--- src/rtl/qdec_pkg.sv ---
package qdec_pkg;

  typedef enum logic [1:0] {
    MODE_OFF     = 2'b00,
    MODE_QUAD    = 2'b01,
    MODE_STEPDIR = 2'b10,
    MODE_RSVD    = 2'b11
  } modeT;

  typedef enum logic [1:0] {
    EDGE_NONE = 2'b00,
    EDGE_RISE = 2'b01,
    EDGE_FALL = 2'b10,
    EDGE_BOTH = 2'b11
  } edgeSelT;

  // Strobes from the datapath to the control
  typedef struct packed {
    logic riseA;
    logic fallA;
    logic riseB;
    logic fallB;
    logic levelA;
    logic levelB;
  } phaseEventsT;

endpackage

--- src/rtl/qdec_datapath.sv ---
module qdec_datapath
  import qdec_pkg::*;
#(
  parameter int SYNC_STAGES = 2
) (
  input  logic        clk,
  input  logic        rstN,
  input  logic        phaseA,
  input  logic        phaseB,
  output phaseEventsT events
);

  localparam int LAST = SYNC_STAGES - 1;

  logic [LAST:0] syncA;
  logic [LAST:0] syncB;
  logic          prevA;
  logic          prevB;

  // Synchroniser chains, length set by SYNC_STAGES
  always_ff @(posedge clk or negedge rstN) begin
    if (!rstN) begin
      syncA[0] <= 1'b0;
      syncB[0] <= 1'b0;
    end else begin
      syncA[0] <= phaseA;
      syncB[0] <= phaseB;
    end
  end

  for (genvar g = 1; g < SYNC_STAGES; g++) begin : gSyncStage
    always_ff @(posedge clk or negedge rstN) begin
      if (!rstN) begin
        syncA[g] <= 1'b0;
        syncB[g] <= 1'b0;
      end else begin
        syncA[g] <= syncA[g-1];
        syncB[g] <= syncB[g-1];
      end
    end
  end

  // Previous synchronised sample for edge detection
  always_ff @(posedge clk or negedge rstN) begin
    if (!rstN) begin
      prevA <= 1'b0;
      prevB <= 1'b0;
    end else begin
      prevA <= syncA[LAST];
      prevB <= syncB[LAST];
    end
  end

  always_comb begin
    events.riseA  = syncA[LAST] & ~prevA;
    events.fallA  = ~syncA[LAST] & prevA;
    events.riseB  = syncB[LAST] & ~prevB;
    events.fallB  = ~syncB[LAST] & prevB;
    events.levelA = syncA[LAST];
    events.levelB = syncB[LAST];
  end

endmodule

--- src/rtl/qdec_control.sv ---
module qdec_control
  import qdec_pkg::*;
(
  input  logic        clk,
  input  logic        rstN,
  input  phaseEventsT events,
  input  modeT        mode,
  input  edgeSelT     edgeMode,
  output logic        countUp,
  output logic        countDown,
  output logic        dirUp
);

  logic anyA;
  logic anyB;
  logic collide;
  logic bActive;
  logic upReq;
  logic downReq;

  always_comb begin
    anyA    = events.riseA | events.fallA;
    anyB    = events.riseB | events.fallB;
    collide = anyA & anyB;
    bActive = (events.riseB & edgeMode[0]) | (events.fallB & edgeMode[1]);
    upReq   = 1'b0;
    downReq = 1'b0;
    unique case (mode)
      MODE_QUAD: begin
        if (!collide) begin
          // Fourfold decode table
          case ({events.riseB, events.fallB, events.riseA, events.fallA})
            4'b1000: begin upReq =  events.levelA; downReq = ~events.levelA; end
            4'b0100: begin upReq = ~events.levelA; downReq =  events.levelA; end
            4'b0010: begin upReq = ~events.levelB; downReq =  events.levelB; end
            4'b0001: begin upReq =  events.levelB; downReq = ~events.levelB; end
            default: begin upReq = 1'b0; downReq = 1'b0; end
          endcase
        end
      end
      MODE_STEPDIR: begin
        if (bActive && !anyA) begin
          upReq   =  events.levelA;
          downReq = ~events.levelA;
        end
      end
      default: begin
        upReq   = 1'b0;
        downReq = 1'b0;
      end
    endcase
  end

  always_ff @(posedge clk or negedge rstN) begin
    if (!rstN) begin
      countUp   <= 1'b0;
      countDown <= 1'b0;
      dirUp     <= 1'b1;
    end else begin
      countUp   <= upReq;
      countDown <= downReq;
      if (upReq)
        dirUp <= 1'b1;
      else if (downReq)
        dirUp <= 1'b0;
    end
  end

endmodule

--- src/rtl/qdec_top.sv ---
module qdec_top
  import qdec_pkg::*;
#(
  parameter int SYNC_STAGES = 2
) (
  input  logic       clk,
  input  logic       rstN,
  input  logic       phaseA,
  input  logic       phaseB,
  input  logic [1:0] modeSel,
  input  logic [1:0] edgeSel,
  output logic       countUp,
  output logic       countDown,
  output logic       dirUp
);

  phaseEventsT events;

  qdec_datapath #(
    .SYNC_STAGES(SYNC_STAGES)
  ) u_datapath (
    .clk   (clk),
    .rstN  (rstN),
    .phaseA(phaseA),
    .phaseB(phaseB),
    .events(events)
  );

  qdec_control u_control (
    .clk      (clk),
    .rstN     (rstN),
    .events   (events),
    .mode     (modeT'(modeSel)),
    .edgeMode (edgeSelT'(edgeSel)),
    .countUp  (countUp),
    .countDown(countDown),
    .dirUp    (dirUp)
  );

endmodule

--- config.mk ---
export PLATFORM = sky130hd
export DESIGN_NAME = qdec_top
export DESIGN_NICKNAME = d
export VERILOG_FILES = /design/src/rtl/qdec_pkg.sv /design/src/rtl/qdec_datapath.sv /design/src/rtl/qdec_control.sv /design/src/rtl/qdec_top.sv
export SDC_FILE = /design/constraint.sdc
export NUM_CORES = 1
export LEC_CHECK = 0
export BUFFER_PORTS_ARGS = -buffer_cell sky130_fd_sc_hd__buf_2
export CAP_MARGIN = 30
export CELL_PAD_IN_SITES_DETAIL_PLACEMENT = 0
export CELL_PAD_IN_SITES_GLOBAL_PLACEMENT = 1
export CORE_AREA = 2 2 39 41
export CTS_CLUSTER_DIAMETER = 30
export DETAILED_ROUTE_END_ITERATION = 6
export DIE_AREA = 0 0 41 43
export GPL_TIMING_DRIVEN = 1
export PLACE_DENSITY = 0.7
export SKIP_CTS_REPAIR_TIMING = 1
export SLEW_MARGIN = 10
export SYNTH_ARGS = -nofsm -noshare
export SYNTH_HDL_FRONTEND = slang
export SYNTH_SLANG_ARGS = --single-unit
--- constraint.sdc ---
create_clock -name clk -period 1.8 [get_ports clk]
set_input_delay 0.09 -clock clk [delete_from_list [all_inputs] [get_ports clk]]
set_output_delay 0.09 -clock clk [all_outputs]
set_load 0.01 [all_outputs]
-- Word-level counts from Yosys, hierarchy flattened
Cells that the tools add are included.
- word-level logic and storage cells: 42
- output and inout bits: 3
- memories kept: 0
- register bits: 9
- ROM bits: 0
- bits in latches: 0
- memory bits (writable): 0
- mux-type cells: 10
- shift operators: 0
- multiply operators: 0
- reduce and logical (&&, ||, !) cells: 3
- add/subtract/negate cells: 0
- divide/modulo/power cells: 0
- bitwise operators: 14
- $lt $le $gt $ge: 0
- eq/ne operators: 6
- operators with widths (cell ; count):
    $pmux 1 s4 ; 2
    $and 1x1->1 ; 7
    $mux 1 ; 6
    $eq 4x1->1 const B ; 1
    $eq 4x2->1 const B ; 1
    $eq 4x3->1 const B ; 1
    $eq 4x4->1 const B ; 1
    $not 1->1 ; 4
    $pmux 1 s2 ; 2
    $or 1x1->1 ; 3
    $eq 2x1->1 const B ; 1
    $eq 2x2->1 const B ; 1
    $reduce_bool 2->1 ; 1
    $logic_and 1x1->1 ; 1
    $logic_not 1->1 ; 1

-- Longest topological paths before layout
Gate-level depths: netlist of run 1.
- depth after elaboration: 9
- mapped depth: 6
- mapped depth without buffers: 6

-- Modules after synthesis
Synthesis of run 1 repeated with hierarchy kept, for this count alone.
- cell total of the unflattened synthesis: 51
- area total of the unflattened synthesis: 539.3 um^2
- modules (own cells, without submodules) (module ; area each (um^2) ; instances ; sequential area each (um^2) ; cells each):
    qdec_control ; 339.1 ; 1 ; 76.3 ; 39
    qdec_datapath ; 200.2 ; 1 ; 150.1 ; 12

-- Worst setup path after synthesis of run 1
No wires, ideal clock.
- kind: register to register
- start: register u_datapath.syncB[1], in the netlist u_datapath.events[0]
- end: register u_control.dirUp
- cell stages (with the launch flop): 7
- setup slack: 0.225 ns
- period minus slack after synthesis: 1.575 ns
- data arrival time: 1.476 ns
- buffers on the path: 0
- data required time: 1.702 ns
- path through: dfrtp_1 > inv_1 > ha_1 > mux2_4 > a22o_1 > a311o_1 > o311ai_1
- cells in the longest elaborated chain, start to end: 8
- RTL lines (item ; line ; RTL):
    from (decl) ; qdec_datapath.sv:16 ; logic [LAST:0] syncB;
    from (signal, indexed assignment) ; qdec_datapath.sv:38 ; syncB[g] <= syncB[g-1];
    parallel branches: the longest is 8 deep, another holds $eq 4x1->1 ; n/a ;
    to (signal assigned) ; qdec_control.sv:58 ; dirUp <= 1'b1;
    to (signal assigned) ; qdec_control.sv:63 ; dirUp <= 1'b1;
    to (signal assigned) ; qdec_control.sv:65 ; dirUp <= 1'b0;
    to (decl) ; qdec_control.sv:11 ; output logic dirUp
Several ways; the timed one is not identified.
A chain may end at the register's enable or synchronous reset.

-- Worst setup path after layout of run 1
Ends and elaborated chain as after synthesis.

==> results.cfg, run 1 <==
[clocking]
insertion_delay_ps = 260
path_clk_slew_ps = 60
root_buffer = clkbuf_4
cts_made_buffers = 3
cts_tree = done
cts_htree_levels = 1
cts_buffer_depth = 2
clock_sinks = 9

[worst_setup_path]
r2r-start = u_datapath.events[0]$_DFF_PN0_
cp_slowest_cell = dfrtp_1
crit_buf_inv = 1
arrival_ps = 1860
endpoint_kind = register
startpoint = u_datapath.events[0]$_DFF_PN0_
crit_path_start_kind = register
critPathRequiredTime_ps = 1960
critical_path_class = reg -> reg
path_cells = inv_1, ha_1, mux2_4, a22o_1, a311o_1, o311ai_1
cpPeakStageDelay_ps = 440
crit_family = compound AO/OA/AOI/OAI gates
cp_max_fo = 6

[timing]
slew_headroom_pct = 82.54
skew_ps = 1.077
period_needed_ps = 1698
finalSetupTns_ps = 0
finalCritPeriodShare_pct = 94.32
rsz0062_at_grt = no
tightest_slew_ps = 257.8
clock.fmax_mhz = 589.0
final_hold_viol_count = 0
setup_viol = 0
worst_hold_slack_ps = 214.1
slew_viol_final = 0

[routing]
first_pass_iters = 3
num_vias = 379
drt_wl_total_um = 845
ant_nets = 0
drc = 0
avgViaCountPerCell = 4.859
wl_per_cell_um = 10.83
drt_iter0_markers = 2

[synth]
synth_top_area_cell = dfrtp_1
ys_ff_latch = 9
ys.flop_type = dfrtp_1
synthArstFlopShare_pct = 100.0
netlist.area_leader.share_pct = 40.82
synth.distinct_cells = 17
synth_area_per_cell_um2 = 11.15
syn_nets = 59
synth_cells = 44
synth_area_leaders = dfrtp_1 (41%), ha_1 (18%), mux2_1 (6.9%), dfstp_2 (5.4%), inv_1 (5.4%)
synth_area_um2 = 490.5
synth_commonest_cells = dfrtp_1 (8), ha_1 (7), inv_1 (7), nand2_1 (4), mux2_1 (3)
synth_most_common_cell = dfrtp_1
yosysWarnings = 0
seq_area_frac_synth_pct = 46.17
synth_edf_count = 0

[die]
dieHeight_um = 43
start_util_pct = 35.44
ios = 11
core_region_area_um2 = 1384
rows = 14
dieWidth_um = 41
dieArea_um2 = 1763

[cells_and_area]
nNetsFinal = 78
layout.cells.non_filler = 78
final_layout_size_suffix_gt1_share_pct = 27.42
antennaDiodeCount = 0
synthToLayoutAreaGrowth_pct = 27.55
fin_area_um2 = 625.6
final_util_pct = 45.21

[place]
gp_congestion = 0.7356
place_area_um2 = 568.0
hpwl_um = 626.3
port_buffers = 10
dp_cells = 71

[power_and_ir_drop]
p_leak_nw = 0.3300
ir_drop_uv = 461.2
p_per_area_nw_per_um2 = 791.2

[global_routing]
grt_pass1_wl_mm = 1.324
grt.overflow.total = 0
first_global_vias = 326
grt_usage_pct = 11.33
antenna_found_initial = 0
grt_max_degree = 10

[run]
maxCapViolCount = 0

[run_status]
outcome = completed

[worst_hold_path]
hp-class = in -> async
## final cells by class
| cell class | count | area, µm² |
|---|---|---|
| sequential | 9 | 226.5 |
| tap | 16 | 20.02 |
| multi-input combinational | 28 | 237.7 |
| inverter | 7 | 26.28 |
| clock inverter | 1 | 5.005 |
| fill | 135 | 758.2 |
| clock buffer | 3 | 22.52 |
| timing repair buffer | 14 | 87.58 |
## through the flow
stage,setup WS (ps),power [mW]
after floorplan,225.1,0.3026
after global placement,132.7,0.3408
after detailed placement,132.2,0.3398
after CTS,94.64,0.5006
after global routing,13.92,0.5289
final,102.3,0.4949
## registers in the layout, summed over array words and instances, names as in the netlist
name                 cells
u_datapath.prevA         1
u_control.countDown      1
u_control.dirUp          1
u_datapath.syncB         1
u_datapath.syncA         1
u_datapath.events        2
u_datapath.prevB         1
u_control.countUp        1
## logic make-up after synthesis
family	after synthesis	share of synthesized area (%)
AO/OA/AOI/OAI	9	13.52
adder cells (fa/ha/maj)	7	17.86
buffers and inverters	7	5.358
flip-flops	9	46.17
multiplexers	4	9.948
AND/OR/NAND/NOR	8	7.142
## worst paths after layout
kind | endpoint | slack (ps) | cells past startpoint
worst max-delay path | u_control.dirUp$_DFFE_PN1P_ | 100 | 6
worst min-delay path | u_datapath.syncB[0]$_DFF_PN0_ | 210 | 2
worst max register to register | u_control.dirUp$_DFFE_PN1P_ | 100 | 6
worst min register to register | u_datapath.events[1]$_DFF_PN0_ | 350 | 0
max in group asynchronous | u_control.dirUp$_DFFE_PN1P_ | 1350 | 2
min in group clk | u_control.countDown$_DFF_PN0_ | 240 | 3
## report_power, final
group / internal, mW / switching [mW] / total (mW)
clock network: 0.0819 / 0.0711 / 0.153
registers: 0.227 / 0.0103 / 0.238
logic: 0.0519 / 0.0524 / 0.104
## per-layer routing
layer	GRT usage (%)	share of wire, %
met5	0	0
met4	8.000	1.4
met3	1.571	4.7
met2	15.00	45
met1	16.27	49
## cell usage in the layout (no fill, tap or decap), types with 2 or more instances in the layout
cell           instances
a22oi_1                2
buf_2                 10
clkbuf_4               3
dfrtp_1                8
dlygate4sd3_1          3
ha_1                   7
inv_1                  7
mux2_1                 3
nand2_1                4
nor3_1                 2
o21ai_0                2
Note: power is estimated with default switching activity, not from simulation.
==> inputs of run 2 (changes only) <==
Settings changed: ABC_AREA from default to 1, CORE_AREA 2 2 39 41 to default, CORE_MARGIN from default to 2, CORE_UTILIZATION from default to 36, DIE_AREA 0 0 41 43 to default, PLACE_DENSITY 0.7 to 0.72, REMOVE_ABC_BUFFERS from default to 1.
==> results.cfg, run 2 <==
[cells_and_area]
synthToLayoutAreaGrowth_pct = 26.18
num-fill-cells = 130
most-common-layout-cells = nand2_1 (19), buf_2 (10), inv_1 (8), dfrtp_1 (8), ha_1 (7)
antennaDiodeCount = 0
fin_area_um2 = 603.1
final_layout_size_suffix_gt1_share_pct = 27.78
largest_reg_flops = 2
final_common_cell = nand2_1
nNetsFinal = 88

[die]
core_region_area_um2 = 1269
rows = 13
start_util_pct = 37.67
ios = 11
dieHeight_um = 40.44
dieWidth_um = 40.44
dieArea_um2 = 1635

[worst_setup_path]
endpoint = u_control.dirUp$_DFFE_PN1P_
critical_path_class = reg -> reg
arrival_ps = 1690
reg2reg_depth = 11
startpoint = u_datapath.events[1]$_DFF_PN0_
rrSetupSlack_ps = 310
cp_max_fo = 5
cp_slowest_cell = dfrtp_1
cpPeakStageDelay_ps = 430
rr_endpoint = u_control.dirUp$_DFFE_PN1P_
cp_common_cell = nand2_1
critPathRequiredTime_ps = 2000
r2r-start = u_datapath.events[1]$_DFF_PN0_
path_cells = inv_2, ha_1, nand2_1, nor2_1, nor2_1, nand2_1, nand2_1, nand2_1, nand2_1, nand2_1, nand2_1
crit_path_start_kind = register
endpoint_kind = register

[synth]
synth_area_per_cell_um2 = 8.690
seq_area_frac_synth_pct = 47.38
synth_area_um2 = 478.0
netlist.area_leader.share_pct = 41.88
yosysWarnings = 0
synth_area_leaders = dfrtp_1 (42%), ha_1 (18%), nand2_1 (15%), inv_1 (6.3%), dfstp_2 (5.5%)
synth_cells = 55
synth_top_area_cell = dfrtp_1
synth.distinct_cells = 11
ys_ff_latch = 9
synth_edf_count = 0
synth_commonest_cells = nand2_1 (19), dfrtp_1 (8), inv_1 (8), ha_1 (7)
synth_most_common_cell = nand2_1
ys.flop_type = dfrtp_1
synthArstFlopShare_pct = 100.0

[place]
port_buffers = 10
gp_congestion = 0.6763
place_area_um2 = 546.8
hpwl_um = 611.5
place_ws_ps = 314.4

[run]
maxCapViolCount = 0

[clocking]
cts_htree_levels = 1
cts_made_buffers = 3
insertion_delay_ps = 250
path_clk_slew_ps = 60
cts_buffer_depth = 2
clock_sinks = 9
root_buffer = clkbuf_4
cts_tree = done

[routing]
ant_nets = 0
drt_iter0_markers = 6
drt_wl_total_um = 771
first_pass_iters = 4
wl_per_cell_um = 8.862
num_vias = 373
drc = 0
avgViaCountPerCell = 4.287

[timing]
layout_setup_ws_ps = 305.2
skew_ps = 0.1630
slew_viol_final = 0
final_hold_viol_count = 0
clock.fmax_mhz = 669.0
finalCritPeriodShare_pct = 83.04
rsz0062_at_grt = no
finalSetupTns_ps = 0
worst_hold_slack_ps = 205.3
slew_headroom_pct = 87.05
period_needed_ps = 1495
setup_viol = 0
tightest_slew_ps = 194.2

[power_and_ir_drop]
p_leak_nw = 0.3663
p_total_mw = 0.4599
ir_drop_uv = 386.0
p_per_area_nw_per_um2 = 762.6

[global_routing]
grt_usage_pct = 11.34
grt.overflow.total = 0
gr-usage-met2_pct = 16.67
grt_pass1_wl_mm = 1.186
use_met3_pct = 2.222
first_global_vias = 294
grtUsageMet1_pct = 14.93
grt_max_degree = 10
antenna_found_initial = 0
busiest_layer = met2

[worst_hold_path]
hp-class = in -> async

[run_status]
outcome = completed
## run 2: cell types whose count changed in the layout (fill, tap and decap cells not counted), moves of 2 or more
cell,previous run,this run
nand2_1,4,19
mux2_1,3,0
nand2_2,0,3
nand3_1,0,3
a22oi_1,2,0
inv_2,0,2
nor3_1,2,0
o21ai_0,2,0
## run 2: worst min path at each step
stage               start                              to  cells past startpoint
CTS                  rstN     u_control.countUp$_DFF_PN0_                      1
finish               rstN  u_datapath.events[1]$_DFF_PN0_                      2
global placement     rstN     u_control.countUp$_DFF_PN0_                      1
detailed placement   rstN   u_control.countDown$_DFF_PN0_                      1
global route         rstN      u_datapath.prevA$_DFF_PN0_                      2
floorplan            rstN   u_control.countDown$_DFF_PN0_                      0
## run 2: logic make-up (layout without fill, tap and decap cells)
| family | Yosys count | count (layout) | synth area share, % |
|---|---|---|---|
| DFF | 9 | 9 | 47.38 |
| adders and majority gates | 7 | 7 | 18.32 |
| and+or+nand+nor | 28 | 28 | 24.87 |
| AOI/OAI and AO/OA | 1 | 1 | 1.571 |
| buffers and inverters | 10 | 27 | 7.854 |
## run 2: stage by stage
| step | util, % | instances |
|---|---|---|
| floorplan | - | 55 |
| global placement | 43.10 | 80 |
| detailed placement | 43.10 | 80 |
| CTS | 45.17 | 84 |
| global route | 47.53 | 87 |
| finish | 47.53 | 87 |
## run 2: area by class of cell
cell class | count | area [µm²] | area share, %
Clock buffer | 4 | 26.28 | 4.357
Inverter | 10 | 37.54 | 6.224
Multi-Input combinational cell | 36 | 214.0 | 35.48
Sequential cell | 9 | 226.5 | 37.55
Tap cell | 15 | 18.77 | 3.112
Timing Repair Buffer | 13 | 80.08 | 13.28
## run 2: routing by layer
| metal | routed length (µm) | vias to the layer above | share of wire [%] |
|---|---|---|---|
| met1 | 348 | 165 | 45 |
| met3 | 40 | 0 | 5.2 |
| met2 | 381 | 10 | 49 |
| met4 | 0 | 0 | 0 |
| met5 | 0 | - | 0 |
| li1 | - | 198 | - |
## run 2: power by group
group	total [mW]	internal [mW]	switching, mW
clock network	0.149	0.0850	0.0641
registers	0.233	0.224	0.00928
logic	0.0775	0.0341	0.0434
total	0.460	0.343	0.117
## run 2: worst max-delay path: cells and delay by family, from the launching register on
| family | cells | cell delay [ps] |
|---|---|---|
| adder cells (fa/ha/maj) | 1 | 350 |
| buffers and inverters | 1 | 90 |
| flip-flops | 1 | 430 |
| AND/OR/NAND/NOR | 9 | 560 |
